<file path="config.mk">
export PLATFORM = sky130hd
export DESIGN_NAME = tmr16_unit
export DESIGN_NICKNAME = d
export VERILOG_FILES = /design/src/rtl/tmr16_pkg.sv /design/src/rtl/tmr16_top_sel.sv /design/src/rtl/tmr16_count.sv /design/src/rtl/tmr16_chan.sv /design/src/rtl/tmr16_unit.sv
export SDC_FILE = /design/constraint.sdc
export NUM_CORES = 1
export LEC_CHECK = 0
export BUFFER_PORTS_ARGS = -buffer_cell sky130_fd_sc_hd__buf_2
export CAP_MARGIN = 20
export CELL_PAD_IN_SITES_DETAIL_PLACEMENT = 1
export CELL_PAD_IN_SITES_GLOBAL_PLACEMENT = 2
export CORE_ASPECT_RATIO = 0.7
export CORE_UTILIZATION = 34
export DETAILED_ROUTE_END_ITERATION = 12
export HOLD_SLACK_MARGIN = 0.03
export PLACE_DENSITY_LB_ADDON = 0.25
export SLEW_MARGIN = 40
export SYNTH_ARGS = -nofsm -noshare
export SYNTH_HDL_FRONTEND = slang
export SYNTH_HIERARCHICAL = 1
export SYNTH_SLANG_ARGS = --single-unit
</file>
<file path="constraint.sdc">
create_clock -name clk_i -period 3.6 [get_ports clk_i]
set_input_delay 0.36 -clock clk_i [delete_from_list [all_inputs] [get_ports clk_i]]
set_output_delay 0.36 -clock clk_i [all_outputs]
set_load 0.02 [all_outputs]
</file>
<file path="src/rtl/tmr16_pkg.sv">
package tmr16_pkg;

    typedef enum logic [3:0] {
        MD_NORMAL   = 4'd0,
        MD_CTC_A    = 4'd1,
        MD_CTC_C    = 4'd2,
        MD_FAST_8   = 4'd3,
        MD_FAST_9   = 4'd4,
        MD_FAST_10  = 4'd5,
        MD_FAST_A   = 4'd6,
        MD_FAST_C   = 4'd7,
        MD_PHASE_8  = 4'd8,
        MD_PHASE_9  = 4'd9,
        MD_PHASE_10 = 4'd10,
        MD_PHASE_A  = 4'd11,
        MD_PHASE_C  = 4'd12
    } tmr_mode_e;

    typedef enum logic [1:0] {
        WV_PLAIN = 2'd0,
        WV_FAST  = 2'd1,
        WV_PHASE = 2'd2
    } wave_e;

endpackage

</file>
<file path="src/rtl/tmr16_top_sel.sv">
module tmr16_top_sel
    import tmr16_pkg::*;
#(
    parameter int CNT_W = 16
) (
    input  logic [3:0]       mode_i,
    input  logic [CNT_W-1:0] lim_a_i,
    input  logic [CNT_W-1:0] lim_c_i,
    output logic [CNT_W-1:0] top_o,
    output wave_e            wave_o,
    output logic             a_is_top_o
);
    localparam logic [CNT_W-1:0] LIM_MAX = '1;
    localparam logic [CNT_W-1:0] LIM_8   = CNT_W'((1 << 8) - 1);
    localparam logic [CNT_W-1:0] LIM_9   = CNT_W'((1 << 9) - 1);
    localparam logic [CNT_W-1:0] LIM_10  = CNT_W'((1 << 10) - 1);

    always_comb begin
        top_o      = LIM_MAX;
        wave_o     = WV_PLAIN;
        a_is_top_o = 1'b0;
        case (mode_i)
            MD_CTC_A:    top_o = lim_a_i;
            MD_CTC_C:    top_o = lim_c_i;
            MD_FAST_8:   begin top_o = LIM_8;   wave_o = WV_FAST; end
            MD_FAST_9:   begin top_o = LIM_9;   wave_o = WV_FAST; end
            MD_FAST_10:  begin top_o = LIM_10;  wave_o = WV_FAST; end
            MD_FAST_A:   begin top_o = lim_a_i; wave_o = WV_FAST; a_is_top_o = 1'b1; end
            MD_FAST_C:   begin top_o = lim_c_i; wave_o = WV_FAST; end
            MD_PHASE_8:  begin top_o = LIM_8;   wave_o = WV_PHASE; end
            MD_PHASE_9:  begin top_o = LIM_9;   wave_o = WV_PHASE; end
            MD_PHASE_10: begin top_o = LIM_10;  wave_o = WV_PHASE; end
            MD_PHASE_A:  begin top_o = lim_a_i; wave_o = WV_PHASE; a_is_top_o = 1'b1; end
            MD_PHASE_C:  begin top_o = lim_c_i; wave_o = WV_PHASE; end
            default: ;
        endcase
    end

endmodule

</file>
<file path="src/rtl/tmr16_count.sv">
module tmr16_count
    import tmr16_pkg::*;
#(
    parameter int CNT_W = 16
) (
    input  logic             clk_i,
    input  logic             rst_ni,
    input  logic             step_i,
    input  wave_e            wave_i,
    input  logic [CNT_W-1:0] top_i,
    input  logic             ld_i,
    input  logic [CNT_W-1:0] ld_val_i,
    input  logic             tov_clr_i,
    output logic [CNT_W-1:0] cnt_o,
    output logic             down_o,
    output logic             tov_o,
    output logic             wrap_evt_o,
    output logic             bot_evt_o
);
    localparam logic [CNT_W-1:0] ZERO    = '0;
    localparam logic [CNT_W-1:0] ONE     = CNT_W'(1);
    localparam logic [CNT_W-1:0] CNT_MAX = '1;

    typedef struct packed {
        logic [CNT_W-1:0] cnt;
        logic             down;
        logic             tov;
    } cnt_st_t;

    cnt_st_t st_d, st_q;
    logic    at_top;
    logic    tov_set;

    always_comb begin
        st_d       = st_q;
        tov_set    = 1'b0;
        at_top     = (st_q.cnt >= top_i);
        wrap_evt_o = step_i && (wave_i == WV_FAST) && at_top;
        bot_evt_o  = step_i && (wave_i == WV_PHASE) && (st_q.cnt == ZERO);

        if (step_i) begin
            case (wave_i)
                WV_FAST: begin
                    st_d.cnt = at_top ? ZERO : st_q.cnt + ONE;
                    tov_set  = at_top;
                end
                WV_PHASE: begin
                    if (st_q.cnt == ZERO) begin
                        st_d.down = 1'b0;
                        st_d.cnt  = (top_i == ZERO) ? ZERO : ONE;
                        tov_set   = 1'b1;
                    end else if (!st_q.down && at_top) begin
                        st_d.down = 1'b1;
                        st_d.cnt  = st_q.cnt - ONE;
                    end else if (st_q.down) begin
                        st_d.cnt  = st_q.cnt - ONE;
                    end else begin
                        st_d.cnt  = st_q.cnt + ONE;
                    end
                end
                default: begin
                    st_d.cnt = (st_q.cnt == top_i) ? ZERO : st_q.cnt + ONE;
                    tov_set  = (st_q.cnt == CNT_MAX);
                end
            endcase
        end

        if (wave_i != WV_PHASE) begin
            st_d.down = 1'b0;
        end
        if (ld_i) begin
            st_d.cnt = ld_val_i;
        end
        st_d.tov = (st_q.tov && !tov_clr_i) || tov_set;
    end

    always_ff @(posedge clk_i) begin
        if (!rst_ni) begin
            st_q <= '0;
        end else begin
            st_q <= st_d;
        end
    end

    assign cnt_o  = st_q.cnt;
    assign down_o = st_q.down;
    assign tov_o  = st_q.tov;

endmodule

</file>
<file path="src/rtl/tmr16_chan.sv">
module tmr16_chan
    import tmr16_pkg::*;
#(
    parameter int CNT_W = 16
) (
    input  logic             clk_i,
    input  logic             rst_ni,
    input  logic             step_i,
    input  logic [CNT_W-1:0] cnt_i,
    input  logic             down_i,
    input  wave_e            wave_i,
    input  logic             wrap_evt_i,
    input  logic             bot_evt_i,
    input  logic             wr_i,
    input  logic [CNT_W-1:0] wdata_i,
    input  logic             clr_i,
    input  logic             hold_low_i,
    output logic [CNT_W-1:0] act_o,
    output logic             flag_o,
    output logic             oc_o
);
    typedef struct packed {
        logic [CNT_W-1:0] pend;
        logic [CNT_W-1:0] act;
        logic             flag;
        logic             oc;
    } ch_st_t;

    ch_st_t st_d, st_q;
    logic   hit;

    always_comb begin
        st_d      = st_q;
        hit       = step_i && (cnt_i == st_q.act);
        st_d.pend = wr_i ? wdata_i : st_q.pend;

        case (wave_i)
            WV_FAST: begin
                if (wrap_evt_i) st_d.act = st_d.pend;
                if (wrap_evt_i)  st_d.oc = 1'b1;
                else if (hit)    st_d.oc = 1'b0;
            end
            WV_PHASE: begin
                if (bot_evt_i) st_d.act = st_d.pend;
                if (hit)       st_d.oc  = down_i;
            end
            default: begin
                if (wr_i) st_d.act = wdata_i;
                if (hit)  st_d.oc  = !st_q.oc;
            end
        endcase

        if (hold_low_i) begin
            st_d.oc = 1'b0;
        end
        st_d.flag = (st_q.flag && !clr_i) || hit;
    end

    always_ff @(posedge clk_i) begin
        if (!rst_ni) begin
            st_q <= '0;
        end else begin
            st_q <= st_d;
        end
    end

    assign act_o  = st_q.act;
    assign flag_o = st_q.flag;
    assign oc_o   = st_q.oc;

endmodule

</file>
<file path="src/rtl/tmr16_unit.sv">
module tmr16_unit
    import tmr16_pkg::*;
#(
    parameter int CNT_W  = 16,
    parameter int NUM_CH = 3
) (
    input  logic              clk_i,
    input  logic              rst_ni,
    input  logic              src_en_i,
    input  logic              tick_i,
    input  logic [3:0]        mode_i,
    input  logic              cnt_ld_i,
    input  logic [CNT_W-1:0]  cnt_ld_val_i,
    input  logic [NUM_CH-1:0] ocr_wr_i,
    input  logic [CNT_W-1:0]  ocr_wdata_i,
    input  logic              icr_wr_i,
    input  logic [CNT_W-1:0]  icr_wdata_i,
    input  logic [NUM_CH:0]   flag_clr_i,
    output logic [CNT_W-1:0]  cnt_o,
    output logic              down_o,
    output logic [NUM_CH-1:0] ocf_o,
    output logic              tov_o,
    output logic [NUM_CH-1:0] oc_o
);
    localparam int TOV_BIT = NUM_CH;

    logic             step;
    logic [CNT_W-1:0] icr_d, icr_q;
    logic [CNT_W-1:0] top;
    wave_e            wave;
    logic             a_is_top;
    logic             wrap_evt, bot_evt;
    logic [CNT_W-1:0] act [NUM_CH];

    always_comb begin
        step  = src_en_i && tick_i;
        icr_d = icr_wr_i ? icr_wdata_i : icr_q;
    end

    always_ff @(posedge clk_i) begin
        if (!rst_ni) begin
            icr_q <= '0;
        end else begin
            icr_q <= icr_d;
        end
    end

    tmr16_top_sel #(.CNT_W(CNT_W)) top_sel_i (
        .mode_i     (mode_i),
        .lim_a_i    (act[0]),
        .lim_c_i    (icr_q),
        .top_o      (top),
        .wave_o     (wave),
        .a_is_top_o (a_is_top)
    );

    tmr16_count #(.CNT_W(CNT_W)) count_i (
        .clk_i      (clk_i),
        .rst_ni     (rst_ni),
        .step_i     (step),
        .wave_i     (wave),
        .top_i      (top),
        .ld_i       (cnt_ld_i),
        .ld_val_i   (cnt_ld_val_i),
        .tov_clr_i  (flag_clr_i[TOV_BIT]),
        .cnt_o      (cnt_o),
        .down_o     (down_o),
        .tov_o      (tov_o),
        .wrap_evt_o (wrap_evt),
        .bot_evt_o  (bot_evt)
    );

    for (genvar g = 0; g < NUM_CH; g++) begin : g_ch
        logic hold_low;
        if (g == 0) begin : g_a
            assign hold_low = a_is_top;
        end else begin : g_other
            assign hold_low = 1'b0;
        end

        tmr16_chan #(.CNT_W(CNT_W)) chan_i (
            .clk_i      (clk_i),
            .rst_ni     (rst_ni),
            .step_i     (step),
            .cnt_i      (cnt_o),
            .down_i     (down_o),
            .wave_i     (wave),
            .wrap_evt_i (wrap_evt),
            .bot_evt_i  (bot_evt),
            .wr_i       (ocr_wr_i[g]),
            .wdata_i    (ocr_wdata_i),
            .clr_i      (flag_clr_i[g]),
            .hold_low_i (hold_low),
            .act_o      (act[g]),
            .flag_o     (ocf_o[g]),
            .oc_o       (oc_o[g])
        );
    end

endmodule

</file>
==> results.yml, run 1 <==
floorplanning:
  core.rowCount: 51
  floorplan.die_area_sq_um: 28900
  ios: 89
  die_width_microns: 203
  floorplan.initialDensity: 0.346
  core_area_sq_um: 27800
  die_y_microns: 143
global_routing:
  grt_use_met3: 0.0426
  antenna_found_initial: 0
  track_usage: 0.248
  grt_start_max_net_pins: 59
  global_route_wire_length_before_repair_mm: 54.0
  most_used_layer_global_route: "met1"
  grtUsageMet2: 0.363
  grt.met1_usage: 0.368
  global_route_congestion_overflow_total: 0
  grt_pass1_vias: 8996
cts:
  cts_sinks: 136
  clkSlewWorstSetupHoldPaths_ns: 0.07
  clock_tree.htree_level_count: 4
  cts_tree: "done"
  numCtsBuffers: 17
  cts_root_buf: "sky130_fd_sc_hd__clkbuf_16"
  clock_insertion_delay_worst_skew_ns: 0.45
  cts-root-to-sink-buffers: 2
  number_of_buffers_inserted_for_hold_repair_after_clock_tree_synthesis: 0
timing:
  finalHoldViolCount: 0
  final-setup-viol-count: 0
  final_max_slew_viol_count: 0
  layout_worst_path_cycle_share: 0.980
  max_clock_freq_mhz: 283
  timing.clock.skew_ns: 0.00949
  worst_pin_slew_ns: 0.811
  max_slew_margin: 0.459
  fin_crit_ns: 3.53
synthesis:
  yosysWarnings: 6
  netlist_area_sq_um: 9590
  synthesis.area_per_instance_sq_um: 8.74
  syn-instance-count: 1098
power:
  ir_drop_uv: 342
  combPwrFrac: 0.281
  clockPowerShare: 0.370
  cellInternalPower_w: 0.00329
  power.share.switching: 0.337
  power.leakage_nw: 5.08
  net_switching_power_w: 0.00167
  seq_power_share: 0.350
  power_density_nw_per_um2: 429
finish:
  post_layout_utilization_of_the_core: 0.417
  finalNetCount: 1314
  areaGrowthSynthToFinish_pct: 20.6
  finalNonFillerCells: 1607
  drive_above_1_share: 0.260
  fin_area_sq_um: 11600
  n_antenna_cell: 0
route:
  wl_per_cell_microns: 22.3
  route.detailed.vias_per_inst: 5.62
  drt_drc: 0
  first_iter_violations: 650
  drt_wl_total_mm: 35.9
  ant_nets_after_route: 0
  via_count: 9035
  first_pass_iters: 5
placement:
  gp_congestion: 0.869
  port_buffers: 88
  post-place-cells: 1566
  placed_cell_area_sq_um: 10700
  dp.final_hpwl_mm: 25.6
worst_setup_path:
  timing.critical_path.fanout_max: 15
  cp_data_required_time_ns: 3.99
  criticalPathCategory: "in -> reg"
  end_kind: "register"
  crit_arrival_ns: 3.92
  timing.reg2reg.setup_slack_ns: 0.11
  cp-start-kind: "input port"
flow_run:
  drv.max_cap_violation_count: 0
status:
  run_status: "complete, no violations"
hold_path:
  hp-class: "in -> reg"
## final timing paths
check | startpoint | endpoint | cells after the start
hold / removal | cnt_ld_val_i[8] | count_i/cnt_o[8] | 2
setup reg to reg | g_ch[0].chan_i/act_o[14] | count_i/cnt_o[3] | 16
hold reg to reg | g_ch[2].chan_i/st_q[22] | g_ch[2].chan_i/st_q[22] | 2
setup / recovery | mode_i[0] | count_i/cnt_o[3] | 16
## layout by cell type (no fill, tap or decap), types with 4 or more instances in the layout
cell	instances
sky130_fd_sc_hd__o22a_1	6
sky130_fd_sc_hd__mux2i_1	74
sky130_fd_sc_hd__nor4_1	6
sky130_fd_sc_hd__nand2b_1	12
sky130_fd_sc_hd__nor2b_1	74
sky130_fd_sc_hd__xnor2_1	46
sky130_fd_sc_hd__nor2_1	41
sky130_fd_sc_hd__o2111a_1	4
sky130_fd_sc_hd__buf_4	103
sky130_fd_sc_hd__nor3_2	5
sky130_fd_sc_hd__a2111oi_4	5
sky130_fd_sc_hd__a21oi_1	19
sky130_fd_sc_hd__inv_1	38
sky130_fd_sc_hd__o22ai_1	17
sky130_fd_sc_hd__o21ai_1	10
sky130_fd_sc_hd__clkbuf_16	21
sky130_fd_sc_hd__a221oi_1	6
sky130_fd_sc_hd__a211oi_1	6
sky130_fd_sc_hd__inv_6	5
sky130_fd_sc_hd__a22oi_2	5
sky130_fd_sc_hd__nand2_1	84
sky130_fd_sc_hd__or3_1	15
sky130_fd_sc_hd__buf_12	7
sky130_fd_sc_hd__nor3_1	19
sky130_fd_sc_hd__o21ai_0	85
sky130_fd_sc_hd__o221ai_1	7
sky130_fd_sc_hd__o211a_1	49
sky130_fd_sc_hd__nand4_1	18
sky130_fd_sc_hd__nand3_1	22
sky130_fd_sc_hd__buf_2	87
sky130_fd_sc_hd__and4_1	5
sky130_fd_sc_hd__xor2_1	14
sky130_fd_sc_hd__nand3_2	42
sky130_fd_sc_hd__and2_1	5
sky130_fd_sc_hd__a31o_1	6
sky130_fd_sc_hd__ha_1	26
sky130_fd_sc_hd__dfxtp_1	134
sky130_fd_sc_hd__a221o_1	11
sky130_fd_sc_hd__a31oi_1	4
sky130_fd_sc_hd__and3_1	9
## state kept, by name, summed over array words and instances, names as in the netlist
register	flops
count_i/cnt_o	16
count_i/down_o	1
count_i/tov_o	1
g_ch.chan_i/act_o	48
g_ch.chan_i/flag_o	3
g_ch.chan_i/oc_o	3
g_ch.chan_i/st_q	48
icr_q	16
## metrics by stage
stage | setup slack [ns] | hold WS [ns] | setup TNS (ns) | total power (W)
6_report | 0.0724 | 0.175 | 0 | 0.00497
5_1_grt | -0.0434 | 0.162 | -0.610 | 0.00521
4_1_cts | 0.0314 | 0.151 | 0 | 0.00494
3_5_place_dp | -0.249 | 0.507 | -13.07 | 0.00309
3_3_place_gp | -0.229 | 0.498 | -9.02 | 0.00306
2_1_floorplan | 0.0160 | 0.482 | 0 | 0.00263
## layer usage
metal  part of all wire  up-vias
met5                  0        -
met4              0.015        0
met3              0.056       31
met2               0.42      259
met1               0.51     4509
li1                   -     4236
## worst max-delay path, cell delays in order
cell	delay, ns
sky130_fd_sc_hd__buf_2	0.21
sky130_fd_sc_hd__buf_4	0.20
sky130_fd_sc_hd__nor2b_4	0.07
sky130_fd_sc_hd__nand2_1	0.15
sky130_fd_sc_hd__buf_4	0.17
sky130_fd_sc_hd__o22ai_1	0.09
sky130_fd_sc_hd__o21ai_0	0.56
sky130_fd_sc_hd__ha_1	0.36
sky130_fd_sc_hd__and4_1	0.19
sky130_fd_sc_hd__o31ai_1	0.29
sky130_fd_sc_hd__buf_4	0.19
sky130_fd_sc_hd__nand4_1	0.15
sky130_fd_sc_hd__buf_4	0.24
sky130_fd_sc_hd__and4_1	0.20
sky130_fd_sc_hd__a211oi_1	0.29
sky130_fd_sc_hd__a31o_1	0.20
## what timing repair did
item | in CTS | in global routing
hold endpoints to repair | 0 | 0
endpoints found under the setup margin | 0 | 66
setup buffers | 0 | 5
gates resized for setup | 0 | 14
## power groups by stage
| stage | clock network, W | registers [W] | logic, W |
|---|---|---|---|
| final | 0.00184 | 0.00174 | 0.00140 |
| after global routing | 0.00195 | 0.00175 | 0.00151 |
| after CTS | 0.00188 | 0.00173 | 0.00133 |
| after detailed placement | 0 | 0.00177 | 0.00132 |
| after global placement | 0 | 0.00176 | 0.00130 |
| after floorplan | 0 | 0.00176 | 0.000863 |
## layout make-up
cell class | count | area, sq um
repair buffers | 202 | 1460
well taps | 371 | 464
clock inverters | 12 | 140
fillers | 3278 | 16200
flip-flops and latches | 136 | 2730
inverters | 43 | 161
clock buffers | 20 | 457
multi-input cells | 823 | 6160
Power figures use the tool's default switching activity.
==> inputs of run 2 (changes only) <==
- CORE_ASPECT_RATIO: 0.7 -> 0.75
- RECOVER_POWER: unset -> 100
==> run 2 against run 1 <==
Hold slack got worse by 0.0021 ns. Global-route usage fell by 0.39 points. Non-clock buffer count rose by 12. Count of clock-buffer cells in the layout fell by 2. The flow now finishes with violations (capacitance limit, slew limit). Sequential share of layout area rose by 0.093 points. Clock power fell by 5%. Critical path type is now reg -> reg. Cell count fell by 0.44%. Critical endpoint is now g_ch[0].chan_i/act_o[1]. Final area fell by 0.35%.
==> results.yml, run 2 (synthesized netlist as in run 1, its figures left out) <==
power:
  ir_drop_uv: 343
  clockPowerShare: 0.360
  power.leakage_nw: 5.02
  seq_power_share: 0.356
  net_switching_power_w: 0.00168
  cellInternalPower_w: 0.00319
  power_density_nw_per_um2: 423
  combPwrFrac: 0.285
  power.share.switching: 0.345
floorplanning:
  die_y_microns: 147
  floorplan.die_area_sq_um: 28900
  core_area_sq_um: 27300
  floorplan.initialDensity: 0.351
  die_width_microns: 196
  core.rowCount: 52
  ios: 89
placement:
  port_buffers: 88
  dp.final_hpwl_mm: 25.0
  placed_cell_area_sq_um: 10800
  gp_congestion: 0.829
  post-place-cells: 1558
worst_setup_path:
  end_kind: "register"
  timing.critical_path.fanout_max: 8
  criticalPathCategory: "reg -> reg"
  cp-start-kind: "register"
  cp_data_required_time_ns: 3.94
  crit_arrival_ns: 3.79
route:
  first_pass_iters: 5
  drt_wl_total_mm: 35.3
  ant_nets_after_route: 0
  via_count: 8990
  route.detailed.vias_per_inst: 5.62
  drt_drc: 0
  first_iter_violations: 507
  wl_per_cell_microns: 22.0
cts:
  clkSlewWorstSetupHoldPaths_ns: 0.07
  cts-root-to-sink-buffers: 2
  cts_root_buf: "sky130_fd_sc_hd__clkbuf_16"
  clock_tree.htree_level_count: 4
  numCtsBuffers: 17
  clock_insertion_delay_worst_skew_ns: 0.45
  cts_tree: "done"
  cts_sinks: 136
global_routing:
  track_usage: 0.244
  global_route_congestion_overflow_total: 0
  global_route_wire_length_before_repair_mm: 53.7
  antenna_found_initial: 0
  grt_pass1_vias: 9121
  grt_start_max_net_pins: 70
finish:
  post_layout_utilization_of_the_core: 0.422
  areaGrowthSynthToFinish_pct: 20.2
  layout_commonest_cell: "sky130_fd_sc_hd__dfxtp_1"
  finalNonFillerCells: 1600
  finalNetCount: 1326
  drive_above_1_share: 0.242
  fin_area_sq_um: 11500
  final_cell_mix: "sky130_fd_sc_hd__dfxtp_1 (133), sky130_fd_sc_hd__buf_4 (99), sky130_fd_sc_hd__o21ai_0 (85)"
timing:
  max_clock_freq_mhz: 289
  finalHoldViolCount: 0
  timing.clock.skew_ns: 0.0159
  layout_worst_path_cycle_share: 0.960
  max_slew_margin: -0.269
  final_max_slew_viol_count: 102
  fin_crit_ns: 3.46
  timing.setup.tns_ns: 0
  final-setup-viol-count: 0
  worst_pin_slew_ns: 1.90
status:
  failed_checks: "capacitance limit, slew limit"
  run_status: "finished, violations left"
flow_run:
  drv.max_cap_violation_count: 3
hold_path:
  hp-class: "in -> reg"
run 2: cell types whose count changed in the layout (fill, tap and decap cells not counted), moves of 3 or more:
| cell | delta |
|---|---|
| sky130_fd_sc_hd__nor4_1 | +3 |
| sky130_fd_sc_hd__buf_2 | -11 |
| sky130_fd_sc_hd__buf_4 | -4 |
| sky130_fd_sc_hd__clkbuf_1 | +28 |
| sky130_fd_sc_hd__nor4_2 | -3 |
run 2: power groups by stage:
stage          Clock [W]  Sequential (W)  Combinational, W
3_5_place_dp           0         0.00177           0.00132
2_1_floorplan          0         0.00176          0.000863
6_report         0.00175         0.00173           0.00139
4_1_cts          0.00179         0.00173           0.00133
3_3_place_gp           0         0.00176           0.00130
5_1_grt          0.00186         0.00174           0.00151
run 2: repair_timing:
action,in CTS,in global routing
cloned,0,4
endpoints found under the setup margin,1,64
hold buffers,0,0
pin swaps,0,10
buffers inserted,0,5
gates resized for setup,1,15
run 2: through the flow:
stage	total power [W]	hold slack (ns)	setup slack, ns
after floorplan	0.00263	0.482	0.0160
after global placement	0.00307	0.496	-0.328
after detailed placement	0.00309	0.507	-0.368
after CTS	0.00486	0.158	0.0547
after global routing	0.00512	0.159	-0.0570
final	0.00487	0.173	0.145
run 2: area by class of cell:
type | count | area, sq um
multi-input combinational | 823 | 6160
timing repair buffer | 214 | 1470
sequential | 136 | 2730
inverter | 43 | 161
fill | 3242 | 15800
clock inverter | 14 | 139
antenna | 1 | 2.50
clock buffer | 18 | 429
tap | 351 | 439
run 2: final timing paths:
check	startpoint	to	slack, ns	depth (start not counted)
max	g_ch[0].chan_i/act_o[15]	g_ch[0].chan_i/act_o[1]	0.14	17
min	cnt_ld_val_i[8]	count_i/cnt_o[8]	0.17	2
max reg2reg	g_ch[0].chan_i/act_o[15]	g_ch[0].chan_i/act_o[1]	0.14	17
min reg2reg	g_ch[1].chan_i/st_q[29]	g_ch[1].chan_i/st_q[29]	0.52	2
run 2: routing by layer:
metal	routed length [microns]	vias up	global-route usage
met5	0	-	0
met4	473	0	0.0539
met3	1490	30	0.0465
met2	15600	205	0.378
met1	17700	4490	0.349
li1	-	4265	-
run 2: critical path: stages (launching register included):
cell	delay, ns
sky130_fd_sc_hd__dfxtp_1	0.34
sky130_fd_sc_hd__o21ai_0	0.10
sky130_fd_sc_hd__a22oi_2	0.20
sky130_fd_sc_hd__nor2_1	0.10
sky130_fd_sc_hd__a2111oi_4	0.35
sky130_fd_sc_hd__inv_1	0.11
sky130_fd_sc_hd__ha_1	0.31
sky130_fd_sc_hd__nand4_1	0.16
sky130_fd_sc_hd__buf_4	0.19
sky130_fd_sc_hd__nand2b_1	0.16
sky130_fd_sc_hd__nand3_1	0.11
sky130_fd_sc_hd__and3_4	0.24
sky130_fd_sc_hd__clkinv_1	0.11
sky130_fd_sc_hd__a221oi_4	0.31
sky130_fd_sc_hd__buf_4	0.19
sky130_fd_sc_hd__clkbuf_16	0.16
sky130_fd_sc_hd__nand3_1	0.07
sky130_fd_sc_hd__o211a_1	0.13
